===== src/rtl/flash_charge_pkg.sv =====
package flash_charge_pkg;

    typedef enum logic [1:0] {
        PH_IDLE = 2'd0,
        PH_ON   = 2'd1,
        PH_OFF  = 2'd2
    } phase_e;

    // bit positions of the synchronized input vector
    localparam int FL_CHG  = 0;
    localparam int FL_PK   = 1;
    localparam int FL_ZC   = 2;
    localparam int FL_FULL = 3;
    localparam int FL_OVD  = 4;
    localparam int FL_OT   = 5;
    localparam int FL_NUM  = 6;

endpackage


===== src/rtl/flag_sync.sv =====
module flag_sync #(
    parameter int WIDTH  = 6,
    parameter int STAGES = 2
) (
    input  logic             clk,
    input  logic             rst_n,
    input  logic [WIDTH-1:0] async_i,
    output logic [WIDTH-1:0] sync_o
);
    logic [WIDTH-1:0] stage_d [STAGES];
    logic [WIDTH-1:0] stage_q [STAGES];

    always_comb begin
        stage_d[0] = async_i;
        for (int i = 1; i < STAGES; i++) begin
            stage_d[i] = stage_q[i-1];
        end
    end

    always_ff @(posedge clk or negedge rst_n) begin
        if (!rst_n) begin
            for (int i = 0; i < STAGES; i++) begin
                stage_q[i] <= '0;
            end
        end else begin
            for (int i = 0; i < STAGES; i++) begin
                stage_q[i] <= stage_d[i];
            end
        end
    end

    assign sync_o = stage_q[STAGES-1];

endmodule


===== src/rtl/ontime_limit.sv =====
module ontime_limit #(
    parameter int MAX_ON_CYC = 10000,
    parameter int BLANK_CYC  = 4
) (
    input  logic clk,
    input  logic rst_n,
    input  logic restart_i,
    input  logic run_i,
    output logic limit_hit_o,
    output logic blank_done_o
);
    localparam int CNT_W = $clog2(MAX_ON_CYC + 1);
    localparam logic [CNT_W-1:0] LAST  = CNT_W'(MAX_ON_CYC - 1);
    localparam logic [CNT_W-1:0] BLANK = CNT_W'(BLANK_CYC);

    logic [CNT_W-1:0] cnt_d, cnt_q;

    always_comb begin
        cnt_d = cnt_q;
        if (restart_i) begin
            cnt_d = '0;
        end else if (run_i && (cnt_q != LAST)) begin
            cnt_d = cnt_q + 1'b1;
        end
    end

    always_ff @(posedge clk or negedge rst_n) begin
        if (!rst_n) cnt_q <= '0;
        else        cnt_q <= cnt_d;
    end

    assign limit_hit_o  = (cnt_q == LAST);
    assign blank_done_o = (cnt_q >= BLANK);

    // the count never passes the last on-time slot
    assert_cnt_bound_R4: assert property (@(posedge clk) disable iff (!rst_n)
        cnt_q <= LAST);

    // a restart request always brings the count back to zero
    assert_cnt_restart_R4: assert property (@(posedge clk) disable iff (!rst_n)
        restart_i |=> (cnt_q == '0));

endmodule


===== src/rtl/charge_seq.sv =====
module charge_seq
    import flash_charge_pkg::*;
(
    input  logic clk,
    input  logic rst_n,
    input  logic chg_s_i,
    input  logic pk_s_i,
    input  logic zc_s_i,
    input  logic full_s_i,
    input  logic ovd_s_i,
    input  logic ot_s_i,
    input  logic limit_hit_i,
    input  logic blank_done_i,
    output logic cnt_restart_o,
    output logic cnt_run_o,
    output logic sw_on_o,
    output logic done_n_o
);
    typedef struct packed {
        phase_e phase;
        logic   en;
        logic   full;
        logic   fault;
        logic   chg_prev;
    } seq_t;

    seq_t st_d, st_q;
    logic rise;

    always_comb begin
        st_d          = st_q;
        cnt_restart_o = 1'b0;
        rise          = chg_s_i & ~st_q.chg_prev;
        st_d.chg_prev = chg_s_i;

        if (rise) begin
            st_d.en    = 1'b1;
            st_d.full  = 1'b0;
            st_d.fault = 1'b0;
            if (ot_s_i) begin
                st_d.phase = PH_IDLE;
            end else begin
                st_d.phase    = PH_ON;
                cnt_restart_o = 1'b1;
            end
        end else if (!chg_s_i) begin
            st_d.en    = 1'b0;
            st_d.phase = PH_IDLE;
        end else if (ot_s_i || !st_q.en) begin
            st_d.phase = PH_IDLE;
        end else begin
            unique case (st_q.phase)
                PH_IDLE: begin
                    st_d.phase    = PH_ON;
                    cnt_restart_o = 1'b1;
                end
                PH_ON: begin
                    if (ovd_s_i && blank_done_i) begin
                        st_d.fault = 1'b1;
                        st_d.en    = 1'b0;
                        st_d.phase = PH_IDLE;
                    end else if (pk_s_i || limit_hit_i) begin
                        st_d.phase = PH_OFF;
                    end
                end
                PH_OFF: begin
                    if (full_s_i) begin
                        st_d.full  = 1'b1;
                        st_d.en    = 1'b0;
                        st_d.phase = PH_IDLE;
                    end else if (zc_s_i) begin
                        st_d.phase    = PH_ON;
                        cnt_restart_o = 1'b1;
                    end
                end
                default: st_d.phase = PH_IDLE;
            endcase
        end
    end

    always_ff @(posedge clk or negedge rst_n) begin
        if (!rst_n) begin
            st_q <= '{phase: PH_IDLE, en: 1'b0, full: 1'b0, fault: 1'b0, chg_prev: 1'b0};
        end else begin
            st_q <= st_d;
        end
    end

    assign sw_on_o   = (st_q.phase == PH_ON);
    assign cnt_run_o = (st_q.phase == PH_ON);
    assign done_n_o  = ~st_q.full;

    // the switch can only turn on while charge enable was high
    assert_on_needs_enable_R1: assert property (@(posedge clk) disable iff (!rst_n)
        $rose(sw_on_o) |-> $past(chg_s_i));

    // completion is only reported out of an off-phase
    assert_full_from_off_R6: assert property (@(posedge clk) disable iff (!rst_n)
        $fell(done_n_o) |-> ($past(st_q.phase) == PH_OFF));

    // a completed charge keeps the switch off
    assert_done_switch_off_R6: assert property (@(posedge clk) disable iff (!rst_n)
        !done_n_o |-> !sw_on_o);

    // a fault never reports completion
    assert_fault_not_done_R7: assert property (@(posedge clk) disable iff (!rst_n)
        $rose(st_q.fault) |-> done_n_o);

    // fault and completion never coexist
    assert_fault_full_excl_R7: assert property (@(posedge clk) disable iff (!rst_n)
        !(st_q.fault && st_q.full));

endmodule


===== src/rtl/flash_charge_ctrl.sv =====
module flash_charge_ctrl
    import flash_charge_pkg::*;
#(
    parameter int MAX_ON_CYC  = 10000,
    parameter int BLANK_CYC   = 4,
    parameter int SYNC_STAGES = 2
) (
    input  logic clk,
    input  logic rst_n,
    input  logic chg_en_i,
    input  logic igbt_cmd_i,
    input  logic pk_hit_i,
    input  logic zero_kick_i,
    input  logic full_kick_i,
    input  logic drain_ov_i,
    input  logic over_temp_i,
    output logic sw_gate_o,
    output logic chg_done_n_o,
    output logic igbt_gate_o
);
    logic [FL_NUM-1:0] raw_flags, syn_flags;
    logic cnt_restart, cnt_run, limit_hit, blank_done;

    always_comb begin
        raw_flags          = '0;
        raw_flags[FL_CHG]  = chg_en_i;
        raw_flags[FL_PK]   = pk_hit_i;
        raw_flags[FL_ZC]   = zero_kick_i;
        raw_flags[FL_FULL] = full_kick_i;
        raw_flags[FL_OVD]  = drain_ov_i;
        raw_flags[FL_OT]   = over_temp_i;
    end

    flag_sync #(.WIDTH(FL_NUM), .STAGES(SYNC_STAGES)) u_sync (
        .clk     (clk),
        .rst_n   (rst_n),
        .async_i (raw_flags),
        .sync_o  (syn_flags)
    );

    ontime_limit #(.MAX_ON_CYC(MAX_ON_CYC), .BLANK_CYC(BLANK_CYC)) u_ontime (
        .clk          (clk),
        .rst_n        (rst_n),
        .restart_i    (cnt_restart),
        .run_i        (cnt_run),
        .limit_hit_o  (limit_hit),
        .blank_done_o (blank_done)
    );

    charge_seq u_seq (
        .clk           (clk),
        .rst_n         (rst_n),
        .chg_s_i       (syn_flags[FL_CHG]),
        .pk_s_i        (syn_flags[FL_PK]),
        .zc_s_i        (syn_flags[FL_ZC]),
        .full_s_i      (syn_flags[FL_FULL]),
        .ovd_s_i       (syn_flags[FL_OVD]),
        .ot_s_i        (syn_flags[FL_OT]),
        .limit_hit_i   (limit_hit),
        .blank_done_i  (blank_done),
        .cnt_restart_o (cnt_restart),
        .cnt_run_o     (cnt_run),
        .sw_on_o       (sw_gate_o),
        .done_n_o      (chg_done_n_o)
    );

    assign igbt_gate_o = igbt_cmd_i;

    // over-temperature held for a cycle forbids a turn-on
    assert_ot_blocks_on_R8: assert property (@(posedge clk) disable iff (!rst_n)
        syn_flags[FL_OT] |=> !$rose(sw_gate_o));

    // reset leaves the switch off and completion released
    always_comb begin
        if (!rst_n) begin
            assert_reset_state_R10: assert (!sw_gate_o && chg_done_n_o);
        end
    end

endmodule


===== config.mk =====
export PLATFORM = sky130hd
export DESIGN_NAME = flash_charge_ctrl
export DESIGN_NICKNAME = d
export VERILOG_FILES = /design/src/rtl/flash_charge_pkg.sv /design/src/rtl/flag_sync.sv /design/src/rtl/ontime_limit.sv /design/src/rtl/charge_seq.sv /design/src/rtl/flash_charge_ctrl.sv
export SDC_FILE = /design/constraint.sdc
export NUM_CORES = 1
export LEC_CHECK = 0
export BUFFER_PORTS_ARGS = -buffer_cell sky130_fd_sc_hd__buf_2
export CAP_MARGIN = 20
export CELL_PAD_IN_SITES_DETAIL_PLACEMENT = 1
export CELL_PAD_IN_SITES_GLOBAL_PLACEMENT = 1
export CORE_ASPECT_RATIO = 0.5
export CORE_MARGIN = 5
export CORE_UTILIZATION = 30
export CTS_CLUSTER_SIZE = 8
export DETAILED_ROUTE_END_ITERATION = 12
export HOLD_SLACK_MARGIN = 0.05
export PLACE_DENSITY = 0.61
export SYNTH_ARGS = -nofsm -noshare
export SYNTH_HDL_FRONTEND = slang
export SYNTH_HIERARCHICAL = 1
export SYNTH_SLANG_ARGS = --single-unit

===== constraint.sdc =====
create_clock -name clk -period 2.35 [get_ports clk]
set_input_delay 0.47 -clock clk [delete_from_list [all_inputs] [get_ports clk]]
set_output_delay 0.47 -clock clk [all_outputs]
set_load 0.03 [all_outputs]

==> flow_metrics.tcl <==
set metrics [dict create \
    cp_cell_sequence "nor4_2 > nand2_1 > or4_1 > nand2_1 > nand3b_1 > a211oi_1" \
    first_pass_iters 3 \
    dp_slack_ps 342.2 \
    clk_latency_ps 280 \
    dpl_cell_area_um2 1461 \
    power_leakage_nw 0.6902 \
    port_buffers 9 \
    clockBufferDepth 2 \
    cts_tree "done" \
    final_hold_viol_count 0 \
    drc 0 \
    syn-cell-area_um2 1364 \
    synth.yosys.warnings 6 \
    clk_pin_slew_worst_paths_ps 70 \
    stdcell_count 200 \
    hold_buffers 0 \
    rr_startpoint "u_ontime/cnt_q[4]$_DFFE_PN0P_" \
    timing.max_cap.violations 0 \
    tightestPinTransition_ps 954.8 \
    reg2reg_depth 6 \
    relSlewSlack 0.3611 \
    initial_core_util 0.3097 \
    antenna_cells 0 \
    fin_area_um2 1579 \
    reg2reg_to "u_seq/st_q[5]$_DFFE_PN0P_" \
    setup_ws_ps 351.5 \
    cts-buffers-inserted 5 \
    skew_ps 2.131 \
    utilization 0.3586 \
    synth_seq_cells 31 \
    fin_crit_sh 0.8504 \
    grt_pass1_vias 983 \
    synth.avg_cell_area_um2 10.57 \
    core_area_um2 4403 \
    place.gp.congestion 0.8024 \
    postCtsResizedCells 0 \
    whs_ps 235.6 \
    cts_setup_buffers 0 \
    hold_class "input port to asynchronous set/reset pin" \
    cts_max_level 2 \
    nets 153 \
    via_per_inst 4.755 \
    synth_top_area_frac 0.5688 \
    clkSinkCount 31 \
    rows 17 \
    die_w_um 105.4 \
    worstPathArrival_ps 2180 \
    routed_wl_mm 2.808 \
    cp_max_fo 5 \
    syn_nets 140 \
    die_area_um2 6076 \
    fmax_mhz 500.4 \
    yosysTopAreaCell "dfrtp_1" \
    place_hpwl_mm 1.999 \
    antenna_found_initial 0 \
    final_common_cell "dfrtp_1" \
    crit_start "u_ontime/cnt_q[4]$_DFFE_PN0P_" \
    rrSetupSlack_ps 350 \
    final_cell_mix "31 x dfrtp_1, 17 x nor2_1, 10 x nand2_1, 10 x xnor2_1, 9 x buf_2" \
    cp_common_cell "nand2_1" \
    root_buffer "clkbuf_8" \
    drtIter0Drc 51 \
    synth_cell_types 33 \
    total_power_mw 1.236 \
    endpoint_kind "flop" \
    track_usage 0.1042 \
    grt_pass1_wl_mm 4.774 \
    power_density_nw_per_um2 782.8 \
    die_height_um 57.68 \
    maxSlewViolCount 0 \
    critical-path-slowest-cell "or4_1" \
    status "finished clean" \
    ys_seq_area_frac 0.5688 \
    grt_max_degree 32 \
    ios 12 \
    synth_area_leaders "dfrtp_1 57%, xnor2_1 6.4%, nor2_1 4.7%, nand2_1 2.8%, nand3_1 2.2%" \
    irDropWorstVdd_mv 0.3247 \
    tns_ps 0 \
    worstSetupStartpointType "flop" \
    cp_slowest_stage_delay_ps 520 \
    grt_overflow_total 0 \
    dr_total_vias 951 \
    period_minus_slack_ps 1998 \
    area_growth_pct 15.78 \
    dpl.cell_count 192 \
    wl_per_cell_um 14.04 \
    drive_gt1_frac 0.1469 \
    rsz0062_at_grt "no" \
    finalSetupViolations 0 \
    required_ps 2530 \
    antenna_left 0 \
    crit_type "flop to flop" \
    syn_inst 129 \
]
[power breakdown]
part           internal (mW)  switching [mW]
sequential             0.565          0.0339
clock                  0.343           0.196
combinational         0.0399          0.0585
total                  0.948           0.288
[how the worst max path moves through the flow]
stage | endpoint | slack (ps) | cells past startpoint
floorplan | u_seq/st_q[3]$_DFFE_PN0P_ | 530 | 5
CTS | u_seq/st_q[5]$_DFFE_PN0P_ | 320 | 6
finish | u_seq/st_q[5]$_DFFE_PN0P_ | 350 | 6
detailed placement | u_seq/st_q[5]$_DFFE_PN0P_ | 340 | 6
global route | u_seq/st_q[5]$_DFFE_PN0P_ | 190 | 6
global placement | u_seq/st_q[5]$_DFFE_PN0P_ | 440 | 6
[per-layer routing]
metal / routed length [µm] / share of wire / vias up / GRT usage
li1: - / - / 472 / -
met1: 1440 / 0.51 / 471 / 0.1302
met2: 1275 / 0.45 / 6 / 0.1576
met3: 65 / 0.023 / 2 / 0.04672
met4: 27 / 0.0096 / 0 / 0.04486
met5: 0 / 0 / - / 0
[layout make-up]
class                   count  area [µm²]
clock buffers               6       82.58
fillers                   499        2824
inverters                   8       30.03
flip-flops and latches     31       775.7
repair buffers              9       45.04
well taps                  57       71.32
multi-input cells          87       539.3
clock inverters             2       35.03
[registers in the layout, summed over array words and instances (netlist names)]
signal	flops
u_seq/st_q	5
u_ontime/cnt_q	14
u_sync/sync_o	6
u_sync/stage_d	6
[Yosys cell counts, drive strengths merged]
cell type,count
o22ai,1
and3b,1
dfrtp,31
a211oi,1
and4,1
xnor2,10
inv,8
ha,2
nor3,3
clkbuf,1
a31oi,3
and2b,2
o21ai,3
nor2b,2
nand3b,1
nand4,4
a41o,1
nor2,17
a21oi,5
or4,2
nand3,6
mux2i,1
a32o,1
buf,2
or3,2
o21a,1
a311oi,1
nor4,5
and3,1
nand2,10
[worst max-delay path, delay by kind of cell, from the launching register on]
| family | cells | cell delay [ps] |
|---|---|---|
| flops | 1 | 440 |
| compound gates | 1 | 220 |
| simple gates | 5 | 1250 |
[cells by family after synthesis]
logic type,share of synthesized area
AOI/OAI and AO/OA,0.07982
xor gates and xnor gates,0.06422
adders and majority gates,0.01835
buffers and inverters,0.03577
DFF,0.5688
muxes,0.007340
and+or+nand+nor,0.2257
Note: power is estimated with default switching activity, not from simulation.
